--- config.mk ---
export PLATFORM = sky130hd
export DESIGN_NAME = prog_seq
export DESIGN_NICKNAME = d
export VERILOG_FILES = /design/src/rtl/prog_seq_pkg.sv /design/src/rtl/pst_pulse_timer.sv /design/src/rtl/pst_try_ctr.sv /design/src/rtl/pst_addr_ctr.sv /design/src/rtl/prog_seq.sv
export SDC_FILE = /design/constraint.sdc
export NUM_CORES = 1
export LEC_CHECK = 0
export ABC_AREA = 1
export BUFFER_PORTS_ARGS = -buffer_cell sky130_fd_sc_hd__buf_4
export CORE_MARGIN = 10
export CORE_UTILIZATION = 40
export DETAILED_ROUTE_END_ITERATION = 12
export PLACE_DENSITY = 0.61
export SLEW_MARGIN = 40
export SYNTH_ARGS = -nofsm -noshare
export SYNTH_HDL_FRONTEND = slang
export SYNTH_SLANG_ARGS = --single-unit
--- constraint.sdc ---
create_clock -name clk_i -period 5.7 [get_ports clk_i]
set_input_delay 0.285 -clock clk_i [delete_from_list [all_inputs] [get_ports clk_i]]
set_output_delay 0.285 -clock clk_i [all_outputs]
set_load 0.1 [all_outputs]
--- src/rtl/prog_seq_pkg.sv ---
package prog_seq_pkg;
  typedef enum logic [2:0] {
    ST_IDLE, ST_FETCH, ST_PULSE, ST_GAP, ST_READ, ST_VFETCH, ST_VREAD, ST_DONE
  } seq_state_e;
endpackage

--- src/rtl/pst_pulse_timer.sv ---
module pst_pulse_timer #(
  parameter int CYC = 5000
) (
  input  logic clk_i,
  input  logic rst_ni,
  input  logic run_i,
  output logic expire_o
);
  localparam int CW = (CYC < 2) ? 1 : $clog2(CYC);
  logic [CW-1:0] cnt_q;

  assign expire_o = run_i && (cnt_q == CW'(CYC - 1));

  always_ff @(posedge clk_i or negedge rst_ni) begin
    if (!rst_ni)                 cnt_q <= '0;
    else if (!run_i || expire_o) cnt_q <= '0;
    else                         cnt_q <= cnt_q + 1'b1;
  end
endmodule

--- src/rtl/pst_try_ctr.sv ---
module pst_try_ctr #(
  parameter int MAX = 25
) (
  input  logic clk_i,
  input  logic rst_ni,
  input  logic clr_i,
  input  logic inc_i,
  output logic at_max_o
);
  localparam int CW = $clog2(MAX + 1);
  logic [CW-1:0] cnt_q;

  assign at_max_o = (cnt_q == CW'(MAX));

  always_ff @(posedge clk_i or negedge rst_ni) begin
    if (!rst_ni)                cnt_q <= '0;
    else if (clr_i)             cnt_q <= '0;
    else if (inc_i && !at_max_o) cnt_q <= cnt_q + 1'b1;
  end
endmodule

--- src/rtl/pst_addr_ctr.sv ---
module pst_addr_ctr #(
  parameter int AW = 15
) (
  input  logic          clk_i,
  input  logic          rst_ni,
  input  logic          clr_i,
  input  logic          inc_i,
  output logic [AW-1:0] addr_o,
  output logic          last_o
);
  logic [AW-1:0] addr_q;

  assign addr_o = addr_q;
  assign last_o = &addr_q;

  always_ff @(posedge clk_i or negedge rst_ni) begin
    if (!rst_ni)     addr_q <= '0;
    else if (clr_i)  addr_q <= '0;
    else if (inc_i)  addr_q <= addr_q + 1'b1;
  end
endmodule

--- src/rtl/prog_seq.sv ---
module prog_seq
  import prog_seq_pkg::*;
#(
  parameter int ADDR_W    = 15,
  parameter int DATA_W    = 8,
  parameter int CLK_HZ    = 50_000_000,
  parameter int MAX_TRIES = 25
) (
  input  logic              clk_i,
  input  logic              rst_ni,
  input  logic              start_i,
  output logic              done_o,
  output logic              error_o,
  output logic [ADDR_W-1:0] fail_addr_o,
  output logic              img_req_o,
  output logic [ADDR_W-1:0] img_addr_o,
  input  logic              img_valid_i,
  input  logic [DATA_W-1:0] img_data_i,
  output logic [ADDR_W-1:0] dev_addr_o,
  output logic [DATA_W-1:0] dev_wdata_o,
  input  logic [DATA_W-1:0] dev_rdata_i,
  output logic              dev_ce_no,
  output logic              dev_oe_no,
  output logic              vpp_en_o,
  output logic              vcc_hi_o,
  output logic              vfy_sup_o
);
  // 100 us = CLK_HZ / 10000 clocks
  localparam int PULSE_CYC = (CLK_HZ / 10000 < 1) ? 1 : CLK_HZ / 10000;
  localparam logic [DATA_W-1:0] ERASED = {DATA_W{1'b1}};

  seq_state_e state_q, state_d;
  logic [DATA_W-1:0] tgt_q;
  logic [ADDR_W-1:0] addr, fail_q;
  logic err_q;
  logic last, expire, at_max;
  logic addr_clr, addr_inc, try_clr, try_inc, tgt_ld, fail_set, run_clr;

  pst_addr_ctr #(.AW(ADDR_W)) u_addr (
    .clk_i(clk_i), .rst_ni(rst_ni), .clr_i(addr_clr), .inc_i(addr_inc),
    .addr_o(addr), .last_o(last));

  pst_try_ctr #(.MAX(MAX_TRIES)) u_try (
    .clk_i(clk_i), .rst_ni(rst_ni), .clr_i(try_clr), .inc_i(try_inc),
    .at_max_o(at_max));

  pst_pulse_timer #(.CYC(PULSE_CYC)) u_tmr (
    .clk_i(clk_i), .rst_ni(rst_ni), .run_i(state_q == ST_PULSE),
    .expire_o(expire));

  always_comb begin
    state_d  = state_q;
    addr_clr = 1'b0;
    addr_inc = 1'b0;
    try_clr  = 1'b0;
    try_inc  = 1'b0;
    tgt_ld   = 1'b0;
    fail_set = 1'b0;
    run_clr  = 1'b0;
    unique case (state_q)
      ST_IDLE, ST_DONE: if (start_i) begin
        run_clr  = 1'b1;
        addr_clr = 1'b1;
        state_d  = ST_FETCH;
      end
      ST_FETCH: if (img_valid_i) begin
        tgt_ld = 1'b1;
        if (img_data_i == ERASED) begin
          if (last) begin addr_clr = 1'b1; state_d = ST_VFETCH; end
          else      begin addr_inc = 1'b1; state_d = ST_FETCH;  end
        end else begin
          try_clr = 1'b1;
          state_d = ST_PULSE;
        end
      end
      ST_PULSE: if (expire) begin
        try_inc = 1'b1;
        state_d = ST_GAP;
      end
      ST_GAP: state_d = ST_READ;
      ST_READ: begin
        if (dev_rdata_i == tgt_q) begin
          if (last) begin addr_clr = 1'b1; state_d = ST_VFETCH; end
          else      begin addr_inc = 1'b1; state_d = ST_FETCH;  end
        end else if (at_max) begin
          fail_set = 1'b1;
          state_d  = ST_DONE;
        end else begin
          state_d = ST_PULSE;
        end
      end
      ST_VFETCH: if (img_valid_i) begin
        tgt_ld  = 1'b1;
        state_d = ST_VREAD;
      end
      ST_VREAD: begin
        if (dev_rdata_i != tgt_q) begin
          fail_set = 1'b1;
          state_d  = ST_DONE;
        end else if (last) begin
          state_d = ST_DONE;
        end else begin
          addr_inc = 1'b1;
          state_d  = ST_VFETCH;
        end
      end
      default: state_d = ST_IDLE;
    endcase
  end

  always_ff @(posedge clk_i or negedge rst_ni) begin
    if (!rst_ni) begin
      state_q <= ST_IDLE;
      tgt_q   <= ERASED;
      err_q   <= 1'b0;
      fail_q  <= '0;
    end else begin
      state_q <= state_d;
      if (tgt_ld) tgt_q <= img_data_i;
      if (run_clr) begin
        err_q  <= 1'b0;
        fail_q <= '0;
      end else if (fail_set) begin
        err_q  <= 1'b1;
        fail_q <= addr;
      end
    end
  end

  logic prog_ph, vfy_ph;
  assign prog_ph = (state_q == ST_FETCH) || (state_q == ST_PULSE) ||
                   (state_q == ST_GAP)   || (state_q == ST_READ);
  assign vfy_ph  = (state_q == ST_VFETCH) || (state_q == ST_VREAD);

  assign done_o      = (state_q == ST_DONE);
  assign error_o     = err_q;
  assign fail_addr_o = fail_q;
  assign img_req_o   = (state_q == ST_FETCH) || (state_q == ST_VFETCH);
  assign img_addr_o  = addr;
  assign dev_addr_o  = addr;
  assign dev_wdata_o = tgt_q;
  assign dev_ce_no   = !((state_q == ST_PULSE) || (state_q == ST_READ) || (state_q == ST_VREAD));
  assign dev_oe_no   = !((state_q == ST_READ) || (state_q == ST_VREAD));
  assign vpp_en_o    = prog_ph;
  assign vcc_hi_o    = prog_ph;
  assign vfy_sup_o   = vfy_ph;
endmodule

==> After elaboration in Yosys (flattened, before gate mapping) <==
Index checks and enable logic that the tools add are counted.
{ "classes": {"mux": 44, "reduce_logical": 23, "n_addsub": 3, "n_eq_ne": 16} }
{ "ops": {"columns": ["cell", "n"], "rows": [
  ["$mux W15", 4],
  ["$mux W3", 8],
  ["$mux W1", 23],
  ["$pmux W3 S7", 1],
  ["$add A15 B1 Y15 const B", 1],
  ["$reduce_and A15 Y1", 1],
  ["$add A13 B1 Y13 const B", 1],
  ["$eq A13 B13 Y1 const B", 1],
  ["$mux W13", 1],
  ["$eq A3 B3 Y1 const B", 4],
  ["$mux W5", 2],
  ["$logic_or A1 B1 Y1", 9],
  ["$eq A8 B8 Y1", 1],
  ["$eq A8 B8 Y1 const B", 1],
  ["$ne A2 B2 Y1 const B", 4],
  ["$ne A8 B8 Y1", 1],
  ["$eq A3 B2 Y1 const B", 2],
  ["$pmux W1 S3", 2],
  ["$reduce_bool A2 Y1", 3],
  ["$add A5 B1 Y5 const B", 1],
  ["$eq A5 B5 Y1 const B", 1],
  ["$logic_not A1 Y1", 4],
  ["$mux W2", 2],
  ["$reduce_and A4 Y1", 1],
  ["5 further kinds", 7]
]} }
{ "word_totals": {"wordCells": 93, "reg_bits": 60, "in_bits": 20} }

==> Logic depth before layout (Yosys ltp) <==
{ "logic_depth": {"ltp_word": 7, "ltp_mapped": 13, "ltp_nobuf": 12} }

==> By module <==
A second synthesis with hierarchy kept.
{ "unflattened": {"cells_unflattened": 463, "area_unflattened_um2": 3653.5} }
{ "by_module_without_submodules": {"columns": ["module", "area_per_inst_um2", "seq_area_each_um2", "cells_per_inst", "instances"], "rows": [
  ["prog_seq", 1722.9, 685.7, 213, 1],
  ["pst_addr_ctr", 867.1, 375.4, 112, 1],
  ["pst_pulse_timer", 721.9, 325.3, 95, 1],
  ["pst_try_ctr", 341.6, 125.1, 43, 1]
]} }

==> Worst setup path after synthesis <==
No wires, ideal clock.
{ "synth_timing": {"path_type": "reg2out", "startpoint": "reg state_q[0]", "endpoint": "out dev_ce_no", "arrival_ps": 2682, "n_path_buf": 0, "path_slack_ps": 2733, "path_stages_with_launch": 5, "cell_sequence": "dfrtp_1 inv_2 nand2_1 inv_1 nor2_1"} }
{ "synth_between": {"elab_chain_cells": 4, "elab_cells_between_ends": 6} }
{ "synth_lines": {"columns": ["element", "line_no", "source"], "rows": [
  ["from (decl)", "prog_seq.sv:32", "seq_state_e state_q, state_d;"],
  ["from (signal assigned)", "prog_seq.sv:118", "state_q <= state_d;"],
  ["$eq A3 B2 Y1 / $eq A3 B3 Y1 (equally long branches)", "prog_seq.sv:142", "assign dev_ce_no = !((state_q == ST_PULSE) || (state_q == ST_READ) || (state_q == ST_VREAD));"],
  ["$logic_or A1 B1 Y1", "prog_seq.sv:142", null],
  ["$logic_or A1 B1 Y1 *", "prog_seq.sv:142", null],
  ["$logic_not A1 Y1 *", "prog_seq.sv:142", null],
  ["to (decl)", "prog_seq.sv:22", "output logic dev_ce_no,"]
]} }
Mark *: on every way between the ends. The rest lies on a longest branch, timed or not.

==> Final worst setup path <==
{ "layout_timing": {"startpoint": "reg state_q[0]", "endpoint": "out vpp_en_o"} }
{ "layout_between": {"elab_chain_cells": 4, "elab_cells_between_ends": 7} }
{ "layout_lines": {"columns": ["element", "line_no", "source"], "rows": [
  ["$eq A3 B1 Y1 / $eq A3 B2 Y1 (equally long branches)", "prog_seq.sv:131", "assign prog_ph = (state_q == ST_FETCH) || (state_q == ST_PULSE) ||"],
  ["$logic_or A1 B1 Y1 (2 in a row)", "prog_seq.sv:131", null],
  ["$logic_or A1 B1 Y1 *", "prog_seq.sv:132", "(state_q == ST_GAP) || (state_q == ST_READ);"],
  ["to (decl)", "prog_seq.sv:24", "output logic vpp_en_o,"]
]} }
Marks and branches as above.

==> impl_metrics.csv <==
group,metric,value,unit
run_status,outcome,"completed",
die,boundaryPins,81,
global_routing,overflow,0,
timing,rsz0062_at_grt,"no",
placed_design,dp.cells,632,
critical_path,crit_path_start,"state_q[0]",
synthesis,synth_nets,493,
global_routing,grt_pass1_wl,15700,µm
final_layout,fin_cells,649,
timing,finalCritPeriodShare,40.0,%
min_path,hold_start,"img_data_i[6]",
die,die_x,114,µm
clock_network,clkTransAtPathRegs,0.07,ns
final_layout,area_delta_synth_final,22.2,%
critical_path,critPathRequiredTime,5.41,ns
die,core-area,8640,µm²
synthesis,ys_types,31,
drt,ant_nets,0,
die,floorplan.die_area,12900,µm²
global_routing,antenna_found_initial,0,
timing,worst_slew_pin_slew,0.559,ns
clock_network,cts_tree,"built",
final_layout,nets,560,
timing,drv_slew,0,
placed_design,dp_slack,3.40,ns
drt,viasPerCell,4.94,
synthesis,synth_area,3500,µm²
critical_path,cp_max_fo,6,
drt,dr.pass1.iters,5,
drt,vias,3205,
drt,wl,9340,µm
critical_path,crit-reg2reg-launch,"u_addr.addr_o[0]",
global_routing,track_usage,14.8,%
synthesis,syn_area_per_cell,7.47,µm²
critical_path,end_kind,"output pin",
placed_design,dp_hpwl,7110,µm
die,core.rowCount,34,
synthesis,synth.yosys.seq_area_share,43.1,%
timing,skew,0.0130,ns
global_routing,grt_max_degree,61,
timing,hold_viol,0,
synthesis,synth_edf_count,0,
final_layout,drive_gt1_share,22.2,%
timing,setup_slack,3.42,ns
drt,drt_iter0_markers,222,
min_path,min_path_type,"in -> reg",
final_layout,regArea,1510,µm²
timing,fmax,439,MHz
global_routing,grt_pass1_vias,3179,
drt,drc,0,
timing,tns,0,ns
die,die_y,114,µm
placed_design,place_congestion,0.920,
pwr,leakagePower,2.19,nW
final_layout,fill_cells,877,
timing,max_slew_margin,62.8,%
synthesis,ys.warnings.count,0,
critical_path,critPathLaunchType,"flip-flop",
synthesis,synth_ff_type,"dfrtp_1",
pwr,vdd_drop_max,0.312,mV
placed_design,dpl_cell_area,4050,µm²
run,timing.max_cap.violations,0,
die,initial_core_util,40.6,%
critical_path,path_class,"reg -> out",
synthesis,synthArstFlopShare,100,%
timing,setup_viol,0,
synthesis,synth_seq_cells,60,
synthesis,syn_inst,469,
pwr,power.density,434,nW/µm²
final_layout,num_antenna_cells,0,
critical_path,arrival,1.99,ns
clock_network,clock_latency,0.34,ns
clock_network,ctsLongestPathBuffers,2,
clock_network,root_buffer,"clkbuf_8",
clock_network,post_cts_resized,0,
final_layout,multiInputGateArea,1560,µm²
placed_design,io_buffers,80,
drt,avgRoutedWirePerCell,14.4,µm
timing,period_needed,2.28,ns
final_layout,final_cell_area,4280,µm²
clock_network,clkSinkCount,60,
clock_network,htreeDepth,3,
clock_network,cts_buffers,9,
clock_network,post-cts-setup-buffers,0,
## metrics by stage
| stage | hold slack (ns) | util, % | power (mW) |
|---|---|---|---|
| 6_report | 0.140 | 49.6 | 1.86 |
| 5_1_grt | 0.161 | 49.6 | 1.96 |
| 4_1_cts | 0.0430 | 49.4 | 1.87 |
| 3_5_place_dp | 0.416 | 46.9 | 1.45 |
| 3_3_place_gp | 0.416 | 46.9 | 1.44 |
| 2_1_floorplan | -0.0106 | - | 1.29 |
## logic make-up after synthesis
logic type               Yosys count  share of synthesized area [%]
AO/OA/AOI/OAI                     48                           7.46
flip-flops                        60                           43.1
XOR/XNOR                          11                           2.75
buffers and inverters             90                           12.4
AND/OR/NAND/NOR                  256                           32.9
adder cells (fa/ha/maj)            4                           1.43
## flip-flops by register name (all words and copies together) (netlist names)
name,count
dev_wdata_o,8
error_o,1
fail_addr_o,15
state_q,3
u_addr.addr_o,15
u_tmr.cnt_q,13
u_try.cnt_q,5
## metal layers
layer  part of all wire [%]  GRT usage, %  vias up  routed length [µm]
li1                       -             -     1638                   -
met1                     45          17.9     1477                4220
met2                     48          24.4       76                4480
met3                    5.2          4.04       14                 488
met4                    1.6          5.58        0                 153
met5                      0             0        -                   0
## cell usage in the layout (no fill, tap or decap)
cell and n:
nor4_1 1, nand3_1 57, o21a_1 1, a22oi_1 1, buf_6 1, nor3_1 16, xnor2_1 4, bufinv_16 2
clkbuf_8 9, nand2_2 3, a21oi_1 14, dfstp_2 8, nand4_1 16, nand3b_1 2, a21oi_4 1, nor2_4 5
clkinv_4 1, clkinvlp_4 1, clkinv_2 3, ha_1 4, inv_1 61, o21ai_1 1, nand2_1 111, a31oi_1 1
o21ai_0 27, o211ai_1 1, inv_2 4, nor2_2 2, o22ai_1 1, xor2_1 7, or2_2 1, nor2_1 42
dlygate4sd3_1 1, buf_4 79, dfrtp_1 52
## power by group
group,leakage [nW],switching [mW],internal (mW)
Sequential,0.802,0.0559,0.498
Clock,0.109,0.179,0.244
Combinational,1.28,0.698,0.184
Total,2.19,0.933,0.926
## area by class of cell
| type | count | area share, % |
|---|---|---|
| Clock inverter | 7 | 2.13 |
| Clock buffer | 9 | 2.89 |
| Multi-Input combinational cell | 319 | 36.5 |
| Sequential cell | 60 | 35.3 |
| Timing Repair Buffer | 81 | 14.3 |
| Inverter | 65 | 5.70 |
| Tap cell | 108 | 3.16 |
## cells in the mapped netlist (all sizes together) (2+ instances only)
cell type	instances	area share, %
nand2	114	12
inv	65	7.0
nand3	57	8.1
dfrtp	52	37
nor2	49	6.5
o21ai	28	4.0
buf	23	5.2
nand4	16	2.9
nor3	16	2.3
a21oi	15	2.5
dfstp	8	6.0
xor2	7	1.7
ha	4	1.4
xnor2	4	1.0
clkbuf	2	0.21
nand3b	2	0.43
## final timing paths
| kind | endpoint | slack [ns] | depth (start not counted) |
|---|---|---|---|
| worst max-delay path | vpp_en_o | 3.42 | 5 |
| worst min-delay path | dev_wdata_o[6] | 0.14 | 3 |
| worst max register to register | u_addr.addr_o[3] | 3.50 | 10 |
| worst min register to register | u_tmr.cnt_q[0] | 0.47 | 1 |
| max in group asynchronous | dev_wdata_o[0] | 4.82 | 2 |
| min in group asynchronous | u_try.cnt_q[0] | 0.47 | 2 |
## worst max-delay path, cell delays in order, from the launching register on
cell	delay, ns
dfrtp_1	0.45
inv_2	0.14
nand2_1	0.20
nor2_1	0.37
or2_2	0.20
buf_4	0.28
## repair_timing
| action | 4_1_cts | 5_1_grt |
|---|---|---|
| hold buffers | 0 | 1 |
| endpoints found under the setup margin | 0 | 0 |
| endpoints found under the hold margin | 0 | 52 |
Note: power is estimated with default switching activity, not from simulation.
